**config.mk**
```make
export PLATFORM = sky130hd
export DESIGN_NAME = fanout_cfg_slave
export DESIGN_NICKNAME = d
export VERILOG_FILES = /design/src/rtl/fcs_pkg.sv /design/src/rtl/fcs_line_filter.sv /design/src/rtl/fcs_regfile.sv /design/src/rtl/fcs_bus_engine.sv /design/src/rtl/fanout_cfg_slave.sv
export SDC_FILE = /design/constraint.sdc
export NUM_CORES = 1
export LEC_CHECK = 0
export ABC_AREA = 1
export CAP_MARGIN = 20
export CELL_PAD_IN_SITES_DETAIL_PLACEMENT = 1
export CELL_PAD_IN_SITES_GLOBAL_PLACEMENT = 2
export CORE_ASPECT_RATIO = 1.4
export CORE_MARGIN = 10
export CORE_UTILIZATION = 29
export DETAILED_ROUTE_END_ITERATION = 10
export GPL_ROUTABILITY_DRIVEN = 1
export PLACE_DENSITY_LB_ADDON = 0.12
export SYNTH_ARGS = -nofsm -noshare
export SYNTH_HDL_FRONTEND = slang
export SYNTH_SLANG_ARGS = --single-unit
```
**constraint.sdc**
```tcl
create_clock -name clk -period 1.58 [get_ports clk]
set_input_delay 0.474 -clock clk [delete_from_list [all_inputs] [get_ports clk]]
set_output_delay 0.474 -clock clk [all_outputs]
set_load 0.005 [all_outputs]
```
**src/rtl/fcs_pkg.sv**
```systemverilog
package fcs_pkg;
    localparam int unsigned BYTE_W  = 8;
    localparam int unsigned OFF_W   = 7;
    localparam int unsigned NUM_OUT = 12;
    localparam int unsigned LAST_REG = 7;

    localparam logic [BYTE_W-1:0] VENDOR_REV    = 8'h06;
    localparam logic [BYTE_W-1:0] DEVICE_CODE   = 8'h0C;
    localparam logic [BYTE_W-1:0] COUNT_DEFAULT = 8'h07;

    typedef enum logic [2:0] {
        PH_IDLE, PH_RX, PH_RXACK, PH_TX, PH_TXACK
    } phase_e;

    typedef enum logic [1:0] {
        RB_ADDR, RB_CMD, RB_COUNT, RB_DATA
    } role_e;

    typedef struct packed {
        logic       low_bw;
        logic       pll_mode;
        logic [2:0] freq;
    } ctrl_t;

    function automatic logic [BYTE_W-1:0] pack_ctrl(ctrl_t c);
        return {c.low_bw, c.pll_mode, 3'b000, c.freq};
    endfunction

    function automatic logic [OFF_W-1:0] dev_addr_of(logic [1:0] sel);
        case (sel)
            2'b00:   return 7'h6E;
            2'b01:   return 7'h6B;
            default: return 7'h6A;
        endcase
    endfunction

    function automatic logic [OFF_W-1:0] ptr_next(logic [OFF_W-1:0] p);
        return (p == {OFF_W{1'b1}}) ? p : p + 1'b1;
    endfunction
endpackage

```
**src/rtl/fcs_line_filter.sv**
```systemverilog
module fcs_line_filter #(
    parameter int unsigned FILT_LEN = 3
) (
    input  logic clk,
    input  logic rst,
    input  logic raw,
    output logic clean
);
    localparam int unsigned CW = $clog2(FILT_LEN + 1);

    logic [1:0]    sync;
    logic [CW-1:0] cnt;

    always_ff @(posedge clk) begin
        if (rst) begin
            sync  <= 2'b11;
            clean <= 1'b1;
            cnt   <= '0;
        end else begin
            sync <= {sync[0], raw};
            if (sync[1] == clean) begin
                cnt <= '0;
            end else if (cnt == CW'(FILT_LEN - 1)) begin
                clean <= sync[1];
                cnt   <= '0;
            end else begin
                cnt <= cnt + 1'b1;
            end
        end
    end
endmodule

```
**src/rtl/fcs_regfile.sv**
```systemverilog
module fcs_regfile
    import fcs_pkg::*;
(
    input  logic                 clk,
    input  logic                 rst,
    input  logic [2:0]           fs_pin,
    input  logic                 pll_mode_pin,
    input  logic                 low_bw_pin,
    input  logic [NUM_OUT-1:0]   oe_n_pin,
    input  logic                 wr_en,
    input  logic [OFF_W-1:0]     wr_off,
    input  logic [BYTE_W-1:0]    wr_data,
    input  logic [OFF_W-1:0]     rd_off,
    output logic [BYTE_W-1:0]    rd_data,
    output logic [BYTE_W-1:0]    count_val,
    output ctrl_t                ctrl,
    output logic [NUM_OUT-1:0]   out_en
);
    logic [NUM_OUT-1:0] en;
    logic [BYTE_W-1:0]  cnt;

    always_ff @(posedge clk) begin
        if (rst) begin
            ctrl <= '{low_bw: low_bw_pin, pll_mode: pll_mode_pin, freq: fs_pin};
            en   <= '1;
            cnt  <= COUNT_DEFAULT;
        end else if (wr_en) begin
            case (wr_off)
                7'd0: ctrl <= '{low_bw: wr_data[7], pll_mode: wr_data[6], freq: wr_data[2:0]};
                7'd1: en[7:0]  <= wr_data;
                7'd2: en[11:8] <= wr_data[3:0];
                7'd7: cnt <= wr_data;
                default: ;
            endcase
        end
    end

    always_comb begin
        case (rd_off)
            7'd0:    rd_data = pack_ctrl(ctrl);
            7'd1:    rd_data = en[7:0];
            7'd2:    rd_data = {4'b0000, en[11:8]};
            7'd3:    rd_data = oe_n_pin[7:0];
            7'd4:    rd_data = {4'b0000, oe_n_pin[11:8]};
            7'd5:    rd_data = VENDOR_REV;
            7'd6:    rd_data = DEVICE_CODE;
            7'd7:    rd_data = cnt;
            default: rd_data = '0;
        endcase
    end

    assign count_val = cnt;

    for (genvar g = 0; g < NUM_OUT; g++) begin : g_gate
        assign out_en[g] = en[g] & ~oe_n_pin[g];
    end

    // writes to read-only or unmapped offsets change no state
    assert_ro_write_ignored_R9: assert property (@(posedge clk) disable iff (rst)
        (wr_en && (wr_off inside {7'd3, 7'd4, 7'd5, 7'd6} || wr_off > 7'd7))
        |=> ($stable(en) && $stable(ctrl) && $stable(cnt)));

    assert_count_write_R10: assert property (@(posedge clk) disable iff (rst)
        (wr_en && wr_off == 7'd7) |=> (cnt == $past(wr_data)));

    assert_upper_enable_write_R6: assert property (@(posedge clk) disable iff (rst)
        (wr_en && wr_off == 7'd2) |=> (en[11:8] == $past(wr_data[3:0]) && $stable(en[7:0])));
endmodule

```
**src/rtl/fcs_bus_engine.sv**
```systemverilog
module fcs_bus_engine
    import fcs_pkg::*;
(
    input  logic              clk,
    input  logic              rst,
    input  logic              scl,
    input  logic              sda,
    input  logic [OFF_W-1:0]  dev_addr,
    input  logic [BYTE_W-1:0] rd_data,
    input  logic [BYTE_W-1:0] count_val,
    output logic              sda_oe,
    output logic [OFF_W-1:0]  rd_off,
    output logic              wr_en,
    output logic [OFF_W-1:0]  wr_off,
    output logic [BYTE_W-1:0] wr_data
);
    phase_e            ph;
    role_e             role;
    logic              scl_q, sda_q;
    logic [BYTE_W-1:0] sh;
    logic [3:0]        bcnt;
    logic              is_rd, blk, tx_first;
    logic [OFF_W-1:0]  ptr;

    logic scl_rise, scl_fall, start_det, stop_det, use_count;
    logic [BYTE_W-1:0] tx_next;

    assign scl_rise  = scl & ~scl_q;
    assign scl_fall  = ~scl & scl_q;
    assign start_det = scl & scl_q & sda_q & ~sda;
    assign stop_det  = scl & scl_q & ~sda_q & sda;
    assign use_count = blk & tx_first;
    assign tx_next   = use_count ? count_val : rd_data;
    assign rd_off    = ptr;

    always_ff @(posedge clk) begin
        if (rst) begin
            ph <= PH_IDLE; role <= RB_ADDR;
            scl_q <= 1'b1; sda_q <= 1'b1;
            sh <= '0; bcnt <= '0;
            is_rd <= 1'b0; blk <= 1'b0; tx_first <= 1'b0;
            ptr <= '0; sda_oe <= 1'b0;
            wr_en <= 1'b0; wr_off <= '0; wr_data <= '0;
        end else begin
            scl_q <= scl;
            sda_q <= sda;
            wr_en <= 1'b0;
            if (start_det) begin
                ph <= PH_RX; role <= RB_ADDR; bcnt <= '0; sda_oe <= 1'b0;
            end else if (stop_det) begin
                ph <= PH_IDLE; sda_oe <= 1'b0;
            end else begin
                case (ph)
                    PH_RX: begin
                        if (scl_rise && bcnt != 4'd8) begin
                            sh   <= {sh[6:0], sda};
                            bcnt <= bcnt + 1'b1;
                        end else if (scl_fall && bcnt == 4'd8) begin
                            case (role)
                                RB_ADDR: begin
                                    if (sh[7:1] == dev_addr) begin
                                        is_rd <= sh[0]; tx_first <= 1'b1;
                                        role <= RB_CMD; sda_oe <= 1'b1; ph <= PH_RXACK;
                                    end else begin
                                        ph <= PH_IDLE;
                                    end
                                end
                                RB_CMD: begin
                                    if (sh == 8'h00) begin
                                        blk <= 1'b1; ptr <= '0; role <= RB_COUNT;
                                        sda_oe <= 1'b1; ph <= PH_RXACK;
                                    end else if (sh[7]) begin
                                        blk <= 1'b0; ptr <= sh[6:0]; role <= RB_DATA;
                                        sda_oe <= 1'b1; ph <= PH_RXACK;
                                    end else begin
                                        ph <= PH_IDLE;
                                    end
                                end
                                RB_COUNT: begin
                                    role <= RB_DATA; sda_oe <= 1'b1; ph <= PH_RXACK;
                                end
                                default: begin
                                    wr_en <= 1'b1; wr_off <= ptr; wr_data <= sh;
                                    ptr <= ptr_next(ptr);
                                    sda_oe <= 1'b1; ph <= PH_RXACK;
                                end
                            endcase
                        end
                    end
                    PH_RXACK, PH_TXACK: begin
                        if (ph == PH_TXACK && scl_rise && sda) begin
                            ph <= PH_IDLE;
                        end else if (scl_fall) begin
                            if (ph == PH_TXACK || is_rd) begin
                                if (!use_count) ptr <= ptr_next(ptr);
                                tx_first <= 1'b0;
                                sda_oe   <= ~tx_next[7];
                                sh       <= {tx_next[6:0], 1'b0};
                                bcnt     <= 4'd1;
                                ph       <= PH_TX;
                            end else begin
                                sda_oe <= 1'b0; bcnt <= '0; ph <= PH_RX;
                            end
                        end
                    end
                    PH_TX: begin
                        if (scl_fall) begin
                            if (bcnt == 4'd8) begin
                                sda_oe <= 1'b0; ph <= PH_TXACK;
                            end else begin
                                sda_oe <= ~sh[7];
                                sh     <= {sh[6:0], 1'b0};
                                bcnt   <= bcnt + 1'b1;
                            end
                        end
                    end
                    default: ;
                endcase
            end
        end
    end

    assert_idle_release_R13: assert property (@(posedge clk) disable iff (rst)
        (ph == PH_IDLE) |-> !sda_oe);

    assert_stop_abort_R12: assert property (@(posedge clk) disable iff (rst)
        stop_det |=> (ph == PH_IDLE));

    assert_nack_release_R4: assert property (@(posedge clk) disable iff (rst)
        (ph == PH_TXACK && scl_rise && sda) |=> (ph == PH_IDLE && !sda_oe));

    assert_write_from_rx_R3: assert property (@(posedge clk) disable iff (rst)
        wr_en |-> ($past(ph) == PH_RX && $past(role) == RB_DATA));
endmodule

```
**src/rtl/fanout_cfg_slave.sv**
```systemverilog
module fanout_cfg_slave
    import fcs_pkg::*;
#(
    parameter int unsigned FILT_LEN = 3
) (
    input  logic               clk,
    input  logic               rst,
    input  logic               scl_i,
    input  logic               sda_i,
    output logic               sda_oe,
    input  logic [1:0]         addr_sel,
    input  logic [2:0]         fs_pin,
    input  logic               pll_mode_pin,
    input  logic               low_bw_pin,
    input  logic [NUM_OUT-1:0] oe_n_pin,
    output logic [NUM_OUT-1:0] out_en,
    output logic [2:0]         freq_sel,
    output logic               pll_mode,
    output logic               low_bw
);
    logic [1:0] raw_lines, clean_lines;
    assign raw_lines = {scl_i, sda_i};

    for (genvar g = 0; g < 2; g++) begin : g_filt
        fcs_line_filter #(.FILT_LEN(FILT_LEN)) u_filt (
            .clk   (clk),
            .rst   (rst),
            .raw   (raw_lines[g]),
            .clean (clean_lines[g])
        );
    end

    logic              wr_en;
    logic [OFF_W-1:0]  wr_off, rd_off;
    logic [BYTE_W-1:0] wr_data, rd_data, count_val;
    ctrl_t             ctrl;

    fcs_bus_engine u_engine (
        .clk       (clk),
        .rst       (rst),
        .scl       (clean_lines[1]),
        .sda       (clean_lines[0]),
        .dev_addr  (dev_addr_of(addr_sel)),
        .rd_data   (rd_data),
        .count_val (count_val),
        .sda_oe    (sda_oe),
        .rd_off    (rd_off),
        .wr_en     (wr_en),
        .wr_off    (wr_off),
        .wr_data   (wr_data)
    );

    fcs_regfile u_regs (
        .clk          (clk),
        .rst          (rst),
        .fs_pin       (fs_pin),
        .pll_mode_pin (pll_mode_pin),
        .low_bw_pin   (low_bw_pin),
        .oe_n_pin     (oe_n_pin),
        .wr_en        (wr_en),
        .wr_off       (wr_off),
        .wr_data      (wr_data),
        .rd_off       (rd_off),
        .rd_data      (rd_data),
        .count_val    (count_val),
        .ctrl         (ctrl),
        .out_en       (out_en)
    );

    assign freq_sel = ctrl.freq;
    assign pll_mode = ctrl.pll_mode;
    assign low_bw   = ctrl.low_bw;
endmodule

```
==> flow_summary.yaml <==
synth:
  synth_ff_type: "dfxtp_1"
  yosys-top-cells-area: "dfxtp_1 (34%), nand2_1 (11%), nor2_1 (7.7%)"
  netlist.area_leader.share_pct: 34.5
  yosysUniqueCellTypes: 41
  synthesis.nets: 676
  yosysTopAreaCell: "dfxtp_1"
  synth_most_common_cell: "nand2_1"
  syn_area_sq_um: 4410
  post_synth.cell_area_avg_sq_um: 6.89
  ys_seq_area_share_pct: 37.9
  synth_seq_cells: 81
  synth_edf_count: 5
  yosysWarnings: 0
  async_flop_share_pct: 0
  ys_top_cells_by_count: "nand2_1 (130), nor2_1 (91), dfxtp_1 (76)"
  syn_inst: 641
timing:
  fmax_ghz: 0.571
  timing.final.crit_share_pct: 111
  setup_ws_ns: -0.171
  tightestPinTransition_ns: 0.350
  rsz0062_at_grt: "true"
  fin_worst_skew_ns: 0.0105
  relSlewSlack_pct: 76.5
  hold_ws_ns: 0.416
  setup_viol: 39
  drv_slew: 0
  finalCriticalPeriod_ns: 1.75
  finalHoldViolCount: 0
critical_path:
  path_max_fanout: 7
  worstRegToRegCells: 12
  r2r-end: "u_engine.rd_off[3]"
  required_ns: 1.82
  crit_type: "reg2reg"
  start_kind: "flop"
  r2r_setup_slack_ns: -0.17
  timing.rr.start: "u_engine.bcnt[1]"
  crit_path_end_kind: "flop"
  crit_arrival_ns: 1.99
die:
  start_util_pct: 29.5
  chipWidth_um: 124
  num_rows: 53
  dieArea_sq_um: 20600
  core_area_sq_um: 15000
  die_h_um: 166
  ios: 41
clocking:
  insertion_delay_ns: 0.34
  cts_tree: "done"
  cts_buffer_depth: 2
  cts-root-buf: "clkbuf_16"
  clkTransAtPathRegs_ns: 0.07
  numCtsBuffers: 9
  htree_levels: 3
  cts.sinks: 81
  cts_hold_repair.buffers: 0
global_routing:
  grt_max_degree: 28
  grt_pass1_vias: 5257
  grt_first_pass_wirelength_um: 27700
  grt_usage_pct: 16.3
  antenna_found_initial: 0
  overflow: 0
power:
  internal_power_mw: 4.70
  ir_worst_vdd_uv: 577
  swShare_pct: 36.8
  powerDensity_nw_per_um2: 1070
  p_seq_share_pct: 30.9
  power.total_mw: 7.44
  pwr-share-clk_pct: 28.4
  p_comb_share_pct: 40.7
  power_leakage_nw: 3.23
  power.switching_mw: 2.74
min_path:
  hp-start: "g_filt[0].u_filt.sync[0]"
  hold-path-endpoint: "g_filt[0].u_filt.sync[1]"
  hp-class: "reg2reg"
  whs_path_depth: 1
cells_and_area:
  diodes: 0
  synthToLayoutAreaGrowth_pct: 57.9
  fillers: 1884
  stdcell_count: 1015
  finalNetCount: 853
  drive_gt1_share_pct: 38.2
place:
  place_ws_ns: -0.518
  place_congestion: 0.858
  hpwlAfterDp_um: 12900
  dp_cells: 984
  portBuffers: 40
route:
  viasPerCell: 4.80
  routed_wl_um: 17400
  wire_per_inst_um: 17.1
  num_vias: 4870
  drtIter0Drc: 143
  drtAntennaViolNets: 0
  drc_errors: 0
  first_pass_iters: 4
outcome:
  violations: "negative setup slack"
  status: "finished, violations left"
job:
  cap_violations: 0
-- worst max path at each step --
stage	startpoint	to	slack [ns]	cells after the start
4_1_cts	u_engine.bcnt[1]	u_engine.sh[6]	-0.17	15
5_1_grt	u_engine.bcnt[1]	u_engine.rd_off[2]	-0.29	11
2_1_floorplan	u_engine.bcnt[0]	u_engine.rd_off[3]	0.02	12
6_report	u_engine.bcnt[1]	u_engine.rd_off[3]	-0.17	12
3_5_place_dp	addr_sel[1]	u_engine.sda_oe	-0.52	11
3_3_place_gp	addr_sel[1]	u_engine.sda_oe	-0.51	11
-- cells by family after synthesis --
family | Yosys count | synth area share, %
xor gates and xnor gates | 4 | 0.794
DFF | 81 | 37.9
buffers and inverters | 102 | 9.21
adders and majority gates | 12 | 3.40
and+or+nand+nor | 305 | 31.0
AOI/OAI and AO/OA | 137 | 17.7
-- cell type report --
| type | instances | area [sq um] | area share (%) |
|---|---|---|---|
| clock buffer | 11 | 233 | 3.34 |
| clock inverter | 5 | 56.3 | 0.808 |
| inverter | 86 | 343 | 4.92 |
| multi-input combinational | 459 | 2810 | 40.3 |
| sequential | 81 | 1690 | 24.2 |
| tap | 192 | 240 | 3.45 |
| timing repair buffer | 180 | 1590 | 22.8 |
| timing repair inverter | 1 | 8.76 | 0.126 |
-- power groups by stage --
stage	clock network, mW	registers [mW]	logic [mW]
finish	2.11	2.30	3.03
global route	2.27	2.31	3.35
CTS	2.15	2.30	2.91
detailed placement	0	2.33	2.56
global placement	0	2.33	2.50
floorplan	0	2.32	1.33
-- critical path, cell delays in order (launching register included) --
cell and delay (ns):
dfxtp_2 0.33, inv_2 0.08, ha_4 0.14, nand2_4 0.04, nor2_4 0.17, nand2_2 0.11, nand2_2 0.08, nand4_1 0.14
nor2_4 0.22, buf_6 0.17, nand2_2 0.06, nand2_2 0.07, a21oi_2 0.03
-- stage by stage --
stage                     setup TNS (ns)  util (%)  instance area, sq um
after floorplan                        0         -                  4410
after global placement            -23.47      40.0                  5990
after detailed placement          -26.71      40.0                  5990
after CTS                          -4.14      44.7                  6700
after global routing               -8.73      46.5                  6970
final                              -4.49      46.5                  6970
-- layout by cell type (no fill, tap or decap), types with 8 or more instances in the layout --
cell type        instances
nor2_1                  83
nand3_1                 27
clkdlybuf4s50_1          8
inv_2                   13
nand2_1                113
o21ai_0                 25
o21ai_2                 28
buf_6                   17
inv_1                   66
nand2_2                 18
a21oi_2                 23
dfxtp_2                  8
dlygate4sd2_1           23
nand4_1                  8
o211ai_1                18
dfxtp_1                 66
clkbuf_16               11
nand2_4                 11
buf_4                  114
a21oi_1                 26
o21ai_1                 10
nand3_2                  9
ha_1                     9
-- per-layer routing --
layer  routed length (um)  global-route usage, %
met3                  257                   2.33
met2                 9680                   31.4
met4                  452                   6.15
met5                    0                      0
met1                 7000                   17.2
-- registers in the layout (all words and copies together), names as in the netlist, 5 cells and up --
register / flops
u_regs.count_val: 8
u_engine.rd_off: 7
u_engine.wr_off: 7
u_engine.sh: 8
u_engine.wr_data: 8
u_regs.ctrl: 5
u_regs.en: 12
-- repair_timing --
item | 4_1_cts | 5_1_grt
endpoints found under the setup margin | 62 | 72
gates cloned | 3 | 2
setup buffers | 7 | 5
resized for setup | 176 | 60
pin swaps | 39 | 30
Note: power is estimated with default switching activity, not from simulation.
